<file path="src/rtl/mul_pkg.sv">
package mul_pkg;
  typedef enum logic [1:0] {
    ST_IDLE = 2'd0,
    ST_RUN  = 2'd1,
    ST_SIGN = 2'd2
  } mul_state_e;
endpackage

</file>
<file path="src/rtl/mul_operand_prep.sv">
// Converts operands to magnitudes and computes the sign of the result.
module mul_operand_prep #(
  parameter int WIDTH = 32
) (
  input  logic [WIDTH-1:0] a_i,
  input  logic [WIDTH-1:0] b_i,
  input  logic             signed_i,
  output logic [WIDTH-1:0] mag_a_o,
  output logic [WIDTH-1:0] mag_b_o,
  output logic             neg_o
);
  localparam int MSB = WIDTH - 1;

  logic a_neg;
  logic b_neg;

  always_comb begin
    a_neg   = signed_i & a_i[MSB];
    b_neg   = signed_i & b_i[MSB];
    // The most negative value maps to itself, which is correct when read unsigned.
    mag_a_o = a_neg ? (~a_i + 1'b1) : a_i;
    mag_b_o = b_neg ? (~b_i + 1'b1) : b_i;
    neg_o   = a_neg ^ b_neg;
  end
endmodule

</file>
<file path="src/rtl/mul_seq_ctrl.sv">
// Sequencer: idle, WIDTH iteration cycles, one sign-correction cycle.
module mul_seq_ctrl
  import mul_pkg::*;
#(
  parameter int WIDTH = 32
) (
  input  logic clk,
  input  logic rst_n,
  input  logic start_i,
  output logic load_o,
  output logic step_o,
  output logic fix_o,
  output logic busy_o,
  output logic done_o
);
  localparam int CW = (WIDTH > 1) ? $clog2(WIDTH) : 1;
  localparam logic [CW-1:0] LAST = CW'(WIDTH - 1);

  mul_state_e state_q, state_d;
  logic [CW-1:0] cnt_q, cnt_d;
  logic          cnt_en;
  logic          done_q, done_d;

  always_comb begin
    state_d = state_q;
    cnt_d   = cnt_q;
    cnt_en  = 1'b0;
    load_o  = 1'b0;
    step_o  = 1'b0;
    fix_o   = 1'b0;
    done_d  = 1'b0;
    unique case (state_q)
      ST_IDLE: begin
        if (start_i) begin
          load_o  = 1'b1;
          cnt_d   = '0;
          cnt_en  = 1'b1;
          state_d = ST_RUN;
        end
      end
      ST_RUN: begin
        step_o = 1'b1;
        cnt_en = 1'b1;
        cnt_d  = cnt_q + 1'b1;
        if (cnt_q == LAST) begin
          state_d = ST_SIGN;
        end
      end
      ST_SIGN: begin
        fix_o   = 1'b1;
        done_d  = 1'b1;
        state_d = ST_IDLE;
      end
      default: state_d = ST_IDLE;
    endcase
  end

  always_ff @(posedge clk or negedge rst_n) begin
    if (!rst_n) begin
      state_q <= ST_IDLE;
      done_q  <= 1'b0;
    end else begin
      state_q <= state_d;
      done_q  <= done_d;
    end
  end

  always_ff @(posedge clk or negedge rst_n) begin
    if (!rst_n) begin
      cnt_q <= '0;
    end else if (cnt_en) begin
      cnt_q <= cnt_d;
    end
  end

  assign busy_o = (state_q != ST_IDLE);
  assign done_o = done_q;
endmodule

</file>
<file path="src/rtl/mul_datapath.sv">
// Single product register; the multiplier sits in the low half and shifts out.
module mul_datapath #(
  parameter int WIDTH = 32
) (
  input  logic               clk,
  input  logic               rst_n,
  input  logic               load_i,
  input  logic               step_i,
  input  logic               fix_i,
  input  logic [WIDTH-1:0]   mag_a_i,
  input  logic [WIDTH-1:0]   mag_b_i,
  input  logic               neg_i,
  output logic [2*WIDTH-1:0] prod_o
);
  localparam int PW = 2 * WIDTH;

  logic [WIDTH-1:0] mcand_q;
  logic             neg_q;
  logic [PW-1:0]    prod_q, prod_d;
  logic             prod_en;
  logic [WIDTH:0]   upper_sum;
  logic [WIDTH:0]   upper_sel;

  always_comb begin
    upper_sum = {1'b0, prod_q[PW-1:WIDTH]} + {1'b0, mcand_q};
    upper_sel = prod_q[0] ? upper_sum : {1'b0, prod_q[PW-1:WIDTH]};
    prod_en   = load_i | step_i | fix_i;
    prod_d    = prod_q;
    if (load_i) begin
      prod_d = {{WIDTH{1'b0}}, mag_b_i};
    end else if (step_i) begin
      prod_d = {upper_sel, prod_q[WIDTH-1:1]};
    end else if (fix_i) begin
      prod_d = neg_q ? (~prod_q + 1'b1) : prod_q;
    end
  end

  always_ff @(posedge clk or negedge rst_n) begin
    if (!rst_n) begin
      mcand_q <= '0;
      neg_q   <= 1'b0;
    end else if (load_i) begin
      mcand_q <= mag_a_i;
      neg_q   <= neg_i;
    end
  end

  always_ff @(posedge clk or negedge rst_n) begin
    if (!rst_n) begin
      prod_q <= '0;
    end else if (prod_en) begin
      prod_q <= prod_d;
    end
  end

  assign prod_o = prod_q;
endmodule

</file>
<file path="src/rtl/shift_add_mul.sv">
module shift_add_mul #(
  parameter int WIDTH = 32
) (
  input  logic               clk,
  input  logic               rst_n,
  input  logic               start_i,
  input  logic               signed_i,
  input  logic [WIDTH-1:0]   a_i,
  input  logic [WIDTH-1:0]   b_i,
  output logic               busy_o,
  output logic               done_o,
  output logic [2*WIDTH-1:0] prod_o
);
  logic [1:0]       rst_sync_q;
  logic             rst_int_n;
  logic [WIDTH-1:0] mag_a;
  logic [WIDTH-1:0] mag_b;
  logic             neg;
  logic             load;
  logic             step;
  logic             fix;

  // Reset asserts asynchronously and is released synchronously.
  always_ff @(posedge clk or negedge rst_n) begin
    if (!rst_n) begin
      rst_sync_q <= 2'b00;
    end else begin
      rst_sync_q <= {rst_sync_q[0], 1'b1};
    end
  end
  assign rst_int_n = rst_sync_q[1];

  mul_operand_prep #(.WIDTH(WIDTH)) u_prep (
    .a_i      (a_i),
    .b_i      (b_i),
    .signed_i (signed_i),
    .mag_a_o  (mag_a),
    .mag_b_o  (mag_b),
    .neg_o    (neg)
  );

  mul_seq_ctrl #(.WIDTH(WIDTH)) u_ctrl (
    .clk     (clk),
    .rst_n   (rst_int_n),
    .start_i (start_i),
    .load_o  (load),
    .step_o  (step),
    .fix_o   (fix),
    .busy_o  (busy_o),
    .done_o  (done_o)
  );

  mul_datapath #(.WIDTH(WIDTH)) u_dp (
    .clk     (clk),
    .rst_n   (rst_int_n),
    .load_i  (load),
    .step_i  (step),
    .fix_i   (fix),
    .mag_a_i (mag_a),
    .mag_b_i (mag_b),
    .neg_i   (neg),
    .prod_o  (prod_o)
  );
endmodule

</file>
<file path="config.mk">
export PLATFORM = sky130hd
export DESIGN_NAME = shift_add_mul
export DESIGN_NICKNAME = d
export VERILOG_FILES = /design/src/rtl/mul_pkg.sv /design/src/rtl/mul_operand_prep.sv /design/src/rtl/mul_seq_ctrl.sv /design/src/rtl/mul_datapath.sv /design/src/rtl/shift_add_mul.sv
export SDC_FILE = /design/constraint.sdc
export NUM_CORES = 1
export LEC_CHECK = 0
export CORE_AREA = 3 3 138 140
export DETAILED_ROUTE_END_ITERATION = 7
export DIE_AREA = 0 0 141 143
export PLACE_DENSITY = 0.78
export SLEW_MARGIN = 10
export SYNTH_ARGS = -nofsm -noshare
export SYNTH_HDL_FRONTEND = slang
export SYNTH_SLANG_ARGS = --single-unit
</file>
<file path="constraint.sdc">
create_clock -name clk -period 2.9 [get_ports clk]
set_input_delay 0.29 -clock clk [delete_from_list [all_inputs] [get_ports clk]]
set_output_delay 0.29 -clock clk [all_outputs]
set_load 0.005 [all_outputs]
</file>
== After elaboration in Yosys (flattened, before gate mapping) ==
Index checks and enable logic that the tools add are counted.
Storage, ports and cells
  logic and storage cells: 50
  output and inout port bits: 66
  input port bits: 68
  flip-flop bits (word level): 107
Operators by class
  $add $sub $neg: 5
  equal/unequal tests: 5
  reductions and logical operators: 8
  muxes and demuxes: 17
  bitwise logic cells: 8
Operators with widths (number)
  2-to-1 mux 64 bit: 4
  adder 32 x 1 -> 32 bit, second input constant: 2
  adder 64 x 1 -> 64 bit, second input constant: 1
  2-to-1 mux 32 bit: 2
  inverter 32 bit: 2
  inverter 64 bit: 1
  adder 32 x 32 -> 33 bit: 1
  2-to-1 mux 33 bit: 1
  case mux 5 bit (2 select lines): 1
  AND reduction 3 bit: 2
  nonzero test 3 bit: 2
  adder 5 x 1 -> 5 bit, second input constant: 1
  == test 5 bit, second input constant: 1
  2-to-1 mux 5 bit: 1
  2-to-1 mux 1 bit: 4
  2-to-1 mux 2 bit: 2
  case mux 2 bit (2 select lines): 1
  nonzero test 2 bit: 2
  bitwise AND 1 bit: 2
  == test 2 x 1 -> 1 bit, second input constant: 1
  == test 2 bit, second input constant: 1
  logical NOT 2 bit: 1
  inequality test 2 x 1 -> 1 bit, second input constant: 1
  inequality test 2 bit, second input constant: 1
  other kinds (4): 5

== Longest topological paths before layout ==
Gate-level depths: netlist of run 1.
  depth after elaboration: 6
  mapped depth: 14
  depth with buffers taken out: 12

== Hierarchy ==
Synthesis of run 1 repeated with hierarchy kept, for this count alone.
Second synthesis, totals
  cell total of the unflattened synthesis: 1160
  area, all modules: 9577.9 µm²
Modules (own cells, without submodules)
  mul_datapath: area each 7571.0 µm², sequential area each 2427.3 µm², times used 1, cells an instance 892
  mul_operand_prep: area each 1586.5 µm², sequential area each 0.0 µm², times used 1, cells an instance 234
  mul_seq_ctrl: area each 366.6 µm², sequential area each 200.2 µm², times used 1, cells an instance 31
  shift_add_mul: area each 53.8 µm², sequential area each 50.0 µm², times used 1, cells an instance 3

== Worst setup path before layout of run 1 ==
Ideal clock, no wire load.
  path type: flip-flop to flip-flop
  start: register u_dp.prod_q[28] (netlist: u_dp.prod_o[28])
  end: register u_dp.prod_q[53] (netlist: u_dp.prod_o[53])
  arrival time: 3.207 ns
  cell stages (with the launch flop): 11
  data required time: 2.763 ns
  clock period less this slack: 3.344 ns
  library setup time: 0.137 ns
  buffers on the path: 2
  slack: -0.444 ns
  cell sequence: dfrtp_1 -> buf_6 -> or4_4 -> or4_4 -> or3_1 -> buf_2 -> or3_4 -> or3_1 -> mux2_4 -> o221ai_2 -> a21oi_1
On the way
  word-level cells in the longest chain between the ends: 6
Ends and longest elaborated chain
  start: declaration: line mul_datapath.sv:19  | logic [PW-1:0] prod_q, prod_d;
  start signal: assignment: line mul_datapath.sv:52  | prod_q <= prod_d;
  inverter 64 bit: line mul_datapath.sv:34  | prod_d = neg_q ? (~prod_q + 1'b1) : prod_q;
  adder 64 x 1 -> 64 bit: line mul_datapath.sv:34
  2-to-1 mux 64 bit: line mul_datapath.sv:34
  2-to-1 mux 64 bit: line mul_datapath.sv:33  | end else if (fix_i) begin
  2-to-1 mux 64 bit: line mul_datapath.sv:31  | end else if (step_i) begin
  2-to-1 mux 64 bit: line mul_datapath.sv:29  | if (load_i) begin
Every way passes these cells. The select of a mux whose other input is x is not followed.
A chain may end at the register's enable or synchronous reset.

== Worst setup path in the final report of run 1 ==
  start: register u_dp.prod_q[18] (netlist: u_dp.prod_o[18])
  end: register u_dp.prod_q[53] (netlist: u_dp.prod_o[53])
Same word-level chain as after synthesis.

==> impl_results.md, run 1 <==
- Internal power: 7.25 mW
- Area of the multi-input gates: 6710 µm²
- Sequential-to-total area share from yosys stat: 0.293
- Sequential share of power: 0.197
- First-pass DRT Iterations: 6
- Slew HR: 0.481
- Die height: 143 µm
- Max Fclk: 0.323 GHz
- Final setup margin: -0.194 ns
- Final hold slack: 0.0691 ns
- Compound-gate portion of the synthesized area: 0.271
- Yosys cell types: 70
- DRC viols: 0
- ANT nets after route: 0
- Sw Pwr: 6.35 mW
- ANT cells: 0
- Worst path most repeated cell: or3_4
- Die span in x: 141 µm
- FF+latch area: 2680 µm²
- Critical Path AT: 3.34 ns
- Clk buf depth: 2
- Root Driver: clkbuf_16
- Ys async rst share: 1.00
- Vias: 10600
- I/O pin cnt: 134
- Tcrit/Tclk final: 1.07
- Number of fill cells: 1303
- Post-Synth Adder-Cell Area: 0.0569
- Area contributors post-synth: dfrtp_1, ha_1, o21ai_0
- Clock-pin slew on the worst setup and hold paths: 0.08 ns
- Number of synthesized flops with an enable pin: 0
- Mapped cell area: 9150 µm²
- Worst-Margin Slew: 0.776 ns
- RSZ-0062 raised after global routing: yes
- Wire per inst: 18.9 µm
- Max cap viols: 0
- Syn nets: 1275
- Vias in the first global route: 10100
- Worst hold path class: input pin to asynchronous set/reset pin
- Switching Share: 0.467
- Avg Inst Size Synth: 7.85 µm²
- Core ar.: 18000 µm²
- Initial antenna violation count: 0
- Mux cell area share after synthesis: 0.0375
- Total GRT Usage: 0.300
- Pwr/cell area: 1040 nW/µm²
- Overall power: 13.6 mW
- Cell row count: 49
- Worst Setup Path Type: flip-flop to flip-flop
- Pleak: 5.57 nW
- XOR/XNOR share of the synthesized area: 0.0785
- Placer Congestion: 0.897
- Crit path max fanout: 3
- First-pass GRT wire length: 49400 µm
- TritonCTS clock tree: yes
- Pin count of the biggest net entering global routing: 71
- DRT Wirelength: 32000 µm
- Area leader, netlist: dfrtp_1
- Clock network power share: 0.097
- Simple-gate portion of the synthesized area: 0.223
- Final nets: 1564
- Crit end category: flip-flop
- GRT overflow: 0
- Vias per cell: 6.29
- Top FF cell, synth: dfrtp_1
- Port buffer count: 133
- CP Launch Type: flip-flop
- Worst path slowest cell: or4_4
- YS warnings: 0
- Logic pwr share: 0.706
- Htree depth: 3
- CP max stage delay: 0.56 ns
- Initial Util: 0.509
- Detailed Place HPWL: 22000 µm
- Placed Instances: 1650
- CP top delay family: simple AND/OR/NAND/NOR gates
- Yosys top cell area share: 0.293
- Non-filler cells, final: 1689
- CP cell instances: or4_4, nor4b_4, nand4_1, or2_1, or3_4, or3_4, mux2_4, o221ai_2, a21oi_1
- Failing checks: setup timing
- WP data required: 3.15 ns
- Setup violations, final: 20
- Number of buffers created by CTS: 9
- 1st-iter DRT viols: 1144
- Cell count after synthesis: 1166
- WP buf/inv: 0
- Clock Sinks: 107
- Largest family of logic cells by synthesized area: compound AO/OA/AOI/OAI gates
- Pins Over Slew Limit: 0
- Status: finished with violations
- Number of synthesized register bits: 107
- Final hold violation count: 0
- VDD IR max: 0.581 mV
- Fin crit period: 3.09 ns
- Skew final: 0.0118 ns
- Area Overhead vs Synth: 42.9%
- Clk_lat worst skew: 0.37 ns
- Layout cell share with drive strength beyond 1: 0.238
- Die area: 20200 µm²
power by group through the flow:
stage | Sequential (mW) | Clock, mW | Combinational [mW]
finish | 2.68 | 1.32 | 9.60
global route | 2.76 | 1.37 | 10.4
CTS | 2.67 | 1.32 | 9.02
detailed placement | 2.69 | 0 | 8.66
global placement | 2.68 | 0 | 8.46
floorplan | 2.87 | 0 | 4.80
registers in the layout, summed over array words and instances (netlist names):
| register | cells |
|---|---|
| u_ctrl.done_o | 1 |
| rst_sync_q | 2 |
| u_ctrl.cnt_q | 5 |
| u_dp.mcand_q | 32 |
| u_dp.neg_q | 1 |
| u_dp.prod_o | 64 |
| u_ctrl.state_q | 2 |
logic make-up after synthesis:
| group | Yosys count |
|---|---|
| AOI/OAI and AO/OA | 383 |
| xor gates and xnor gates | 82 |
| adders and majority gates | 41 |
| buffers and inverters | 95 |
| DFF | 107 |
| muxes | 32 |
| other | 1 |
| and+or+nand+nor | 425 |
repair_timing:
item	4_1_cts	5_1_grt
pin swaps	45	59
gates resized for setup	72	62
setup endpoints to repair	33	36
buffers inserted	12	12
hold buffers	0	0
worst paths after layout:
| kind | start | to | slack, ns | cells past startpoint |
|---|---|---|---|---|
| max | u_dp.prod_o[18]$_DFFE_PN0P_ | u_dp.prod_o[53]$_DFFE_PN0P_ | -0.19 | 9 |
| min | rst_n | rst_sync_q[1]$_DFF_PN0_ | 0.07 | 1 |
| max reg2reg | u_dp.prod_o[18]$_DFFE_PN0P_ | u_dp.prod_o[53]$_DFFE_PN0P_ | -0.19 | 9 |
| min reg2reg | rst_sync_q[1]$_DFF_PN0_ | u_dp.prod_o[10]$_DFFE_PN0P_ | 0.35 | 0 |
| max in group asynchronous | rst_sync_q[1]$_DFF_PN0_ | u_dp.prod_o[60]$_DFFE_PN0P_ | 1.78 | 1 |
| min in group clk | rst_sync_q[0]$_DFF_PN0_ | rst_sync_q[1]$_DFF_PN0_ | 0.36 | 0 |
cell usage in the layout (no fill, tap or decap), types with 38 or more instances in the layout:
cell type        count
buf_4              199
xor2_1              41
a21oi_1             83
clkdlybuf4s50_1    129
xnor2_1             39
nor2_1             122
dfrtp_1            106
ha_1                38
nand2_1            122
o21ai_0             88
cells in the mapped netlist, drive strengths merged (19+ instances only):
cell	n
nor2	126
o21ai	97
dfrtp	107
clkbuf	57
xor2	41
nand3	19
o31ai	22
inv	30
nand2	128
a21o	21
xnor2	41
nor3	41
a21oi	96
or3	29
ha	40
area by class of cell:
cell class                      count  share of cell area
Sequential cell                   107               0.205
Tap cell                          229              0.0219
Inverter                           30             0.00861
Timing Repair Buffer              343               0.229
Multi-Input combinational cell    964               0.513
Clock buffer                       12              0.0188
Clock inverter                      4             0.00392
per-layer routing:
metal	global-route usage	part of all wire	vias to the layer above	routed length (µm)
li1	-	-	4915	-
met1	0.384	0.40	5047	12700
met2	0.513	0.49	556	15600
met3	0.0385	0.074	100	2370
met4	0.131	0.040	0	1290
met5	0	0	-	0
stage by stage:
stage | worst slack [ns] | area (µm²) | utilization | TNS, ns
2_1_floorplan | -0.407 | 9200 | - | -1.57
3_3_place_gp | -0.504 | 12000 | 0.668 | -5.55
3_5_place_dp | -0.557 | 12000 | 0.668 | -7.41
4_1_cts | -0.235 | 12700 | 0.708 | -1.86
5_1_grt | -0.270 | 13100 | 0.728 | -4.41
6_report | -0.194 | 13100 | 0.728 | -1.18
Note: power is estimated with default switching activity, not from simulation.
==> run 2: changes to the inputs <==
--- a/config.mk
+++ b/config.mk
@@ -8,6 +8,7 @@
 export CORE_AREA = 3 3 138 140
 export DETAILED_ROUTE_END_ITERATION = 7
 export DIE_AREA = 0 0 141 143
+export GPL_ROUTABILITY_DRIVEN = 0
 export PLACE_DENSITY = 0.78
 export SLEW_MARGIN = 10
 export SYNTH_ARGS = -nofsm -noshare
==> impl_results.md, run 2 (same netlist as run 1, synthesis figures left out) <==
- Status: finished with violations (unchanged)
- Failing checks: setup timing (unchanged)
- Pwr/cell area: 1030 nW/µm² (was 1040 nW/µm²)
- Layout cell share with drive strength beyond 1: 0.229 (was 0.238)
- GRT Max-Usage Layer: met2 (unchanged)
- Crit end category: flip-flop (unchanged)
- Met2 usage: 0.506 (was 0.513)
- Initial antenna violation count: 0 (unchanged)
- Clk_lat worst skew: 0.37 ns (about the same)
- DRC viols: 0 (unchanged)
- Vias: 10500 (was 10600)
- Wire per inst: 18.4 µm (was 18.9 µm)
- Worst Setup Path Type: flip-flop to flip-flop (unchanged)
- TritonCTS clock tree: yes (unchanged)
- Htree depth: 3 (unchanged)
- First-pass GRT wire length: 48700 µm (was 49400 µm)
- Met1 Use GR: 0.385 (was 0.384)
- Setup violations, final: 21 (was 20)
- GRT overflow: 0 (unchanged)
- WP data required: 3.15 ns (about the same)
- FF-to-FF End: u_dp.prod_o[53]$_DFFE_PN0P_ (unchanged)
- Area Overhead vs Synth: 41.6% (was 42.9%)
- Pins Over Slew Limit: 0 (unchanged)
- Clock Sinks: 107 (unchanged)
- Total GRT Usage: 0.296 (was 0.300)
- RR Startpoint: u_dp.prod_o[16]$_DFFE_PN0P_ (was u_dp.prod_o[18]$_DFFE_PN0P_)
- Root Driver: clkbuf_16 (unchanged)
- Final nets: 1569 (was 1564)
- I/O pin cnt: 134 (unchanged)
- M3 GR Usage: 0.0405 (was 0.0385)
- Worst hold path class: input pin to asynchronous set/reset pin (unchanged)
- 1st-iter DRT viols: 1082 (was 1144)
- Fin crit period: 3.14 ns (was 3.09 ns)
- Clk buf depth: 2 (unchanged)
- Max FFs per register: 64 (unchanged)
- Cell row count: 49 (unchanged)
- Port buffer count: 133 (unchanged)
- Initial Util: 0.509 (unchanged)
- Crit path max fanout: 3 (unchanged)
- Slew HR: 0.469 (was 0.481)
- Skew final: 0.00562 ns (was 0.0118 ns)
- Vias per cell: 6.20 (was 6.29)
- Final setup margin: -0.238 ns (was -0.194 ns)
- R2r setup slk: -0.24 ns (was -0.19 ns)
- Worst-Margin Slew: 0.794 ns (was 0.776 ns)
- RSZ-0062 raised after global routing: yes (unchanged)
- CP Launch Type: flip-flop (unchanged)
- Overall power: 13.4 mW (was 13.6 mW)
- Tcrit/Tclk final: 1.08 (was 1.07)
- Setup tns final: -1.74 ns (was -1.18 ns)
- Non-filler cells, final: 1694 (was 1689)
- Max Fclk: 0.319 GHz (was 0.323 GHz)
- DRT Wirelength: 31300 µm (was 32000 µm)
- Cts hold-fix bufs: 0 (unchanged)
- Final hold slack: 0.0707 ns (was 0.0691 ns)
- Max cap viols: 0 (unchanged)
- Die area: 20200 µm² (unchanged)
- Most frequent cells in the layout: buf_4, clkdlybuf4s50_1, nand2_1 (was buf_4, clkdlybuf4s50_1, nand2_1, nor2_1, dfrtp_1)
- Die span in x: 141 µm (unchanged)
- VDD IR max: 0.714 mV (was 0.581 mV)
- Critical Path AT: 3.39 ns (was 3.34 ns)
- Vias in the first global route: 9805 (was 10100)
- ANT nets after route: 0 (unchanged)
- Core ar.: 18000 µm² (unchanged)
- Cells on worst reg2reg path: 9 (unchanged)
- Number of buffers created by CTS: 9 (unchanged)
- Pre-CTS WS: -0.540 ns (was -0.557 ns)
- Clock-pin slew on the worst setup and hold paths: 0.08 ns (about the same)
- Detailed Place HPWL: 22000 µm (about the same)
- Most common cell after layout, fill and taps aside: buf_4 (unchanged)
- Placed Instances: 1652 (was 1650)
- Pin count of the biggest net entering global routing: 55 (was 71)
- Pleak: 5.55 nW (was 5.57 nW)
- Die height: 143 µm (unchanged)
- Final hold violation count: 0 (unchanged)
- ANT cells: 0 (unchanged)
- First-pass DRT Iterations: 6 (unchanged)
## run 2: cell types whose count changed in the layout (fill, tap and decap cells not counted), sizes merged
cell           before  now
bufinv              1    0
buf               210  217
clkdlybuf4s15       2    1
clkbuf             12    9
clkinv              2    4
dlygate4sd2         2    1
inv                30   32
## run 2: routing by layer
metal | wire length (µm) | part of all wire
met1 | 12700 | 0.40
met2 | 15100 | 0.48
met3 | 2310 | 0.074
met4 | 1150 | 0.037
met5 | 0 | 0
## run 2: critical path: stages (launching register included)
cell and delay, ns:
dfrtp_1 0.38, or4_4 0.56, nor4b_4 0.34, nand4_1 0.23
or2_1 0.29, or3_4 0.39, or3_4 0.34, mux2_4 0.31
o221ai_2 0.13, a21oi_1 0.05
## run 2: metrics by stage
step           utilization  cell area [µm²]
3_3_place_gp         0.668            12000
5_1_grt              0.721            13000
4_1_cts              0.707            12700
6_report             0.721            13000
3_5_place_dp         0.668            12000
2_1_floorplan            -             9200
## run 2: final cells by class
cell class                 count  area, µm²
inverter                      30        113
sequential                   107       2680
clock buffer                   9        225
tap                          229        287
multi-input combinational    964       6590
clock inverter                 7       52.6
fill                        1335       5010
timing repair buffer         348       3000
## run 2: what timing repair did
| item | 4_1_cts | 5_1_grt |
|---|---|---|
| setup endpoints to repair | 33 | 39 |
| pin swaps | 44 | 41 |
| buffers inserted | 17 | 10 |
| resized for setup | 74 | 41 |
## run 2: where the power goes
| group | leakage, nW | internal (mW) | total, mW | switching [mW] |
|---|---|---|---|---|
| clock | 0.136 | 0.590 | 1.23 | 0.635 |
| combinational | 4.09 | 4.37 | 9.44 | 5.06 |
| sequential | 1.32 | 2.15 | 2.69 | 0.539 |
| total | 5.55 | 7.11 | 13.4 | 6.24 |
## run 2: how the worst max path moves through the flow
| stage | from | endpoint | slack [ns] |
|---|---|---|---|
| 6_report | u_dp.prod_o[16]$_DFFE_PN0P_ | u_dp.prod_o[53]$_DFFE_PN0P_ | -0.24 |
| 4_1_cts | u_dp.prod_o[17]$_DFFE_PN0P_ | u_dp.prod_o[53]$_DFFE_PN0P_ | -0.27 |
| 5_1_grt | u_dp.prod_o[16]$_DFFE_PN0P_ | u_dp.prod_o[53]$_DFFE_PN0P_ | -0.33 |
| 3_3_place_gp | b_i[13] | u_dp.prod_o[26]$_DFFE_PN0P_ | -0.51 |
| 2_1_floorplan | u_dp.prod_o[28]$_DFFE_PN0P_ | u_dp.prod_o[53]$_DFFE_PN0P_ | -0.41 |
| 3_5_place_dp | b_i[13] | u_dp.prod_o[26]$_DFFE_PN0P_ | -0.54 |
==> run 3: changes to the inputs <==
--- a/config.mk
+++ b/config.mk
@@ -5,11 +5,13 @@
 export SDC_FILE = /design/constraint.sdc
 export NUM_CORES = 1
 export LEC_CHECK = 0
-export CORE_AREA = 3 3 138 140
+export CELL_PAD_IN_SITES_DETAIL_PLACEMENT = 0
+export CELL_PAD_IN_SITES_GLOBAL_PLACEMENT = 1
+export CORE_AREA = 2 2 161 163
 export DETAILED_ROUTE_END_ITERATION = 7
-export DIE_AREA = 0 0 141 143
+export DIE_AREA = 0 0 163 165
 export GPL_ROUTABILITY_DRIVEN = 0
-export PLACE_DENSITY = 0.78
+export PLACE_DENSITY_LB_ADDON = 0.1
 export SLEW_MARGIN = 10
 export SYNTH_ARGS = -nofsm -noshare
 export SYNTH_HDL_FRONTEND = slang
==> impl_results.md, run 3 (same netlist as run 1, synthesis figures left out) <==
- Vias per cell: 5.52 (was 6.20)
- Initial Util: 0.365 (was 0.509)
- ANT nets after route: 0 (unchanged)
- Skew final: 0.00853 ns (was 0.00562 ns)
- Clk buf depth: 2 (unchanged)
- Cts hold-fix bufs: 0 (unchanged)
- RSZ-0062 raised after global routing: yes (unchanged)
- Worst path most repeated cell: or3_4 (unchanged)
- DRT Wirelength: 32600 µm (was 31300 µm)
- FF+latch area: 2680 µm² (about the same)
- Detailed Place HPWL: 24000 µm (was 22000 µm)
- Initial antenna violation count: 0 (unchanged)
- Crit end category: flip-flop (unchanged)
- Clock Sinks: 107 (unchanged)
- Number of fill cells: 2416 (was 1335)
- Die span in x: 163 µm (was 141 µm)
- Failing checks: setup timing (unchanged)
- WP data required: 3.15 ns (about the same)
- Final nets: 1599 (was 1569)
- Final setup margin: -0.304 ns (was -0.238 ns)
- Core ar.: 25000 µm² (was 18000 µm²)
- GRT overflow: 0 (unchanged)
- Vias: 10100 (was 10500)
- Worst path slowest cell: or4_4 (unchanged)
- Die height: 165 µm (was 143 µm)
- VDD IR max: 0.468 mV (was 0.714 mV)
- Clock-pin slew on the worst setup and hold paths: 0.08 ns (about the same)
- Clock network power share: 0.102 (was 0.092)
- TritonCTS clock tree: yes (unchanged)
- Critical Path AT: 3.45 ns (was 3.39 ns)
- Non-filler cells, final: 1825 (was 1694)
- Internal power: 7.38 mW (was 7.11 mW)
- Crit path max fanout: 3 (unchanged)
- Clk_lat worst skew: 0.36 ns (was 0.37 ns)
- Pwr/cell area: 1000 nW/µm² (was 1030 nW/µm²)
- Setup violations, final: 29 (was 21)
- Max cap viols: 0 (unchanged)
- Worst hold path class: input pin to asynchronous set/reset pin (unchanged)
- Cell row count: 58 (was 49)
- Number of buffers created by CTS: 9 (unchanged)
- I/O pin cnt: 134 (unchanged)
- Most frequent cells in the layout: buf_4, clkdlybuf4s50_1, nand2_1 (unchanged)
- 1st-iter DRT viols: 757 (was 1082)
- First-pass DRT Iterations: 5 (was 6)
- CP Launch Type: flip-flop (unchanged)
- Worst-Margin Slew: 0.846 ns (was 0.794 ns)
- Switching Share: 0.456 (was 0.467)
- Max Fclk: 0.312 GHz (was 0.319 GHz)
- Most common cell after layout, fill and taps aside: buf_4 (unchanged)
- Root Driver: clkbuf_16 (unchanged)
- Total GRT Usage: 0.244 (was 0.296)
- Area Overhead vs Synth: 47.8% (was 41.6%)
- ANT cells: 0 (unchanged)
- Htree depth: 3 (unchanged)
- Fin crit period: 3.20 ns (was 3.14 ns)
- Pins Over Slew Limit: 0 (unchanged)
- Pleak: 5.77 nW (was 5.55 nW)
- Die area: 26900 µm² (was 20200 µm²)
- Sequential share of power: 0.199 (was 0.201)
- Logic pwr share: 0.699 (was 0.707)
- Pin count of the biggest net entering global routing: 69 (was 55)
- Slew HR: 0.436 (was 0.469)
- WP buf/inv: 0 (unchanged)
- CP max stage delay: 0.57 ns (was 0.56 ns)
- Sw Pwr: 6.18 mW (was 6.24 mW)
- DRC viols: 0 (unchanged)
- Final hold violation count: 0 (unchanged)
- Layout cell share with drive strength beyond 1: 0.258 (was 0.229)
- CP cell instances: or4_4, nor4b_4, nand4_1, or2_1, or3_4, or3_4, mux2_4, o221ai_2, a21oi_1 (unchanged)
- CP top delay family: simple AND/OR/NAND/NOR gates (unchanged)
- Status: finished with violations (unchanged)
- Worst Setup Path Type: flip-flop to flip-flop (unchanged)
- Max FFs per register: 64 (unchanged)
- First-pass GRT wire length: 51900 µm (was 48700 µm)
- Wire per inst: 17.9 µm (was 18.4 µm)
- Area of the multi-input gates: 6740 µm² (was 6590 µm²)
- Port buffer count: 133 (unchanged)
- Vias in the first global route: 9747 (was 9805)
- Final core occ: 0.540 (was 0.721)
- Placed Instances: 1774 (was 1652)
- Tcrit/Tclk final: 1.10 (was 1.08)
==> run 3: cell count changes in the layout (fill, tap and decap cells not counted), sizes merged <==
cell	before	now
clkdlybuf4s50	129	126
inv	32	31
clkinvlp	1	0
clkbuf	9	13
buf	217	245
bufinv	0	2
dlymetal6s2s	0	1
dlygate4sd2	1	2
clkinv	4	3
==> run 3: through the flow <==
stage               power (mW)  setup WS (ns)  setup TNS (ns)  hold WS (ns)  area [µm²]
finish                    13.6         -0.304           -3.91        0.0723       13500
global route              14.7         -0.419           -8.21        0.0865       13500
CTS                       13.4         -0.241           -2.07        0.0678       13200
detailed placement        11.6         -0.578           -7.87         0.336       12300
global placement          11.5         -0.565           -6.99         0.343       12300
floorplan                 7.67         -0.407           -1.57      -0.00559        9200
==> run 3: cell type report <==
| type | instances | share of cell area |
|---|---|---|
| timing repair buffer | 378 | 0.241 |
| clock inverter | 6 | 0.00648 |
| multi-input combinational | 964 | 0.498 |
| inverter | 30 | 0.00833 |
| tap | 330 | 0.0305 |
| sequential | 107 | 0.198 |
| clock buffer | 10 | 0.0169 |
==> run 3: worst paths after layout <==
| kind | from | end | cells after the start | slack (ns) |
|---|---|---|---|---|
| worst max-delay path | u_dp.prod_o[19]$_DFFE_PN0P_ | u_dp.prod_o[53]$_DFFE_PN0P_ | 9 | -0.30 |
| worst min-delay path | rst_n | rst_sync_q[1]$_DFF_PN0_ | 1 | 0.07 |
| worst max register to register | u_dp.prod_o[19]$_DFFE_PN0P_ | u_dp.prod_o[53]$_DFFE_PN0P_ | 9 | -0.30 |
| worst min register to register | rst_sync_q[0]$_DFF_PN0_ | rst_sync_q[1]$_DFF_PN0_ | 0 | 0.36 |
| max in group asynchronous | rst_sync_q[1]$_DFF_PN0_ | u_dp.mcand_q[1]$_DFFE_PN0P_ | 1 | 1.64 |
| min in group clk | b_i[12] | u_dp.prod_o[12]$_DFFE_PN0P_ | 4 | 0.35 |
==> run 3: per-layer routing <==
layer  GRT usage  wire length, µm  part of all wire
met5           0                0                 0
met2       0.419            15800              0.48
met3      0.0251             1200             0.037
met4      0.0656              581             0.018
met1       0.328            15000              0.46
==> run 3: power groups by stage <==
stage          clock network [mW]  registers (mW)  logic (mW)
6_report                     1.38            2.70        9.48
5_1_grt                      1.46            2.79        10.4
4_1_cts                      1.41            2.70        9.27
3_5_place_dp                    0            2.71        8.88
3_3_place_gp                    0            2.70        8.81
2_1_floorplan                   0            2.87        4.80
==> run 3: what timing repair did <==
action | in CTS | in global routing
setup buffers | 31 | 10
pin swaps | 45 | 47
endpoints found under the setup margin | 34 | 44
gates resized for setup | 84 | 58
hold endpoints to repair | 0 | 0
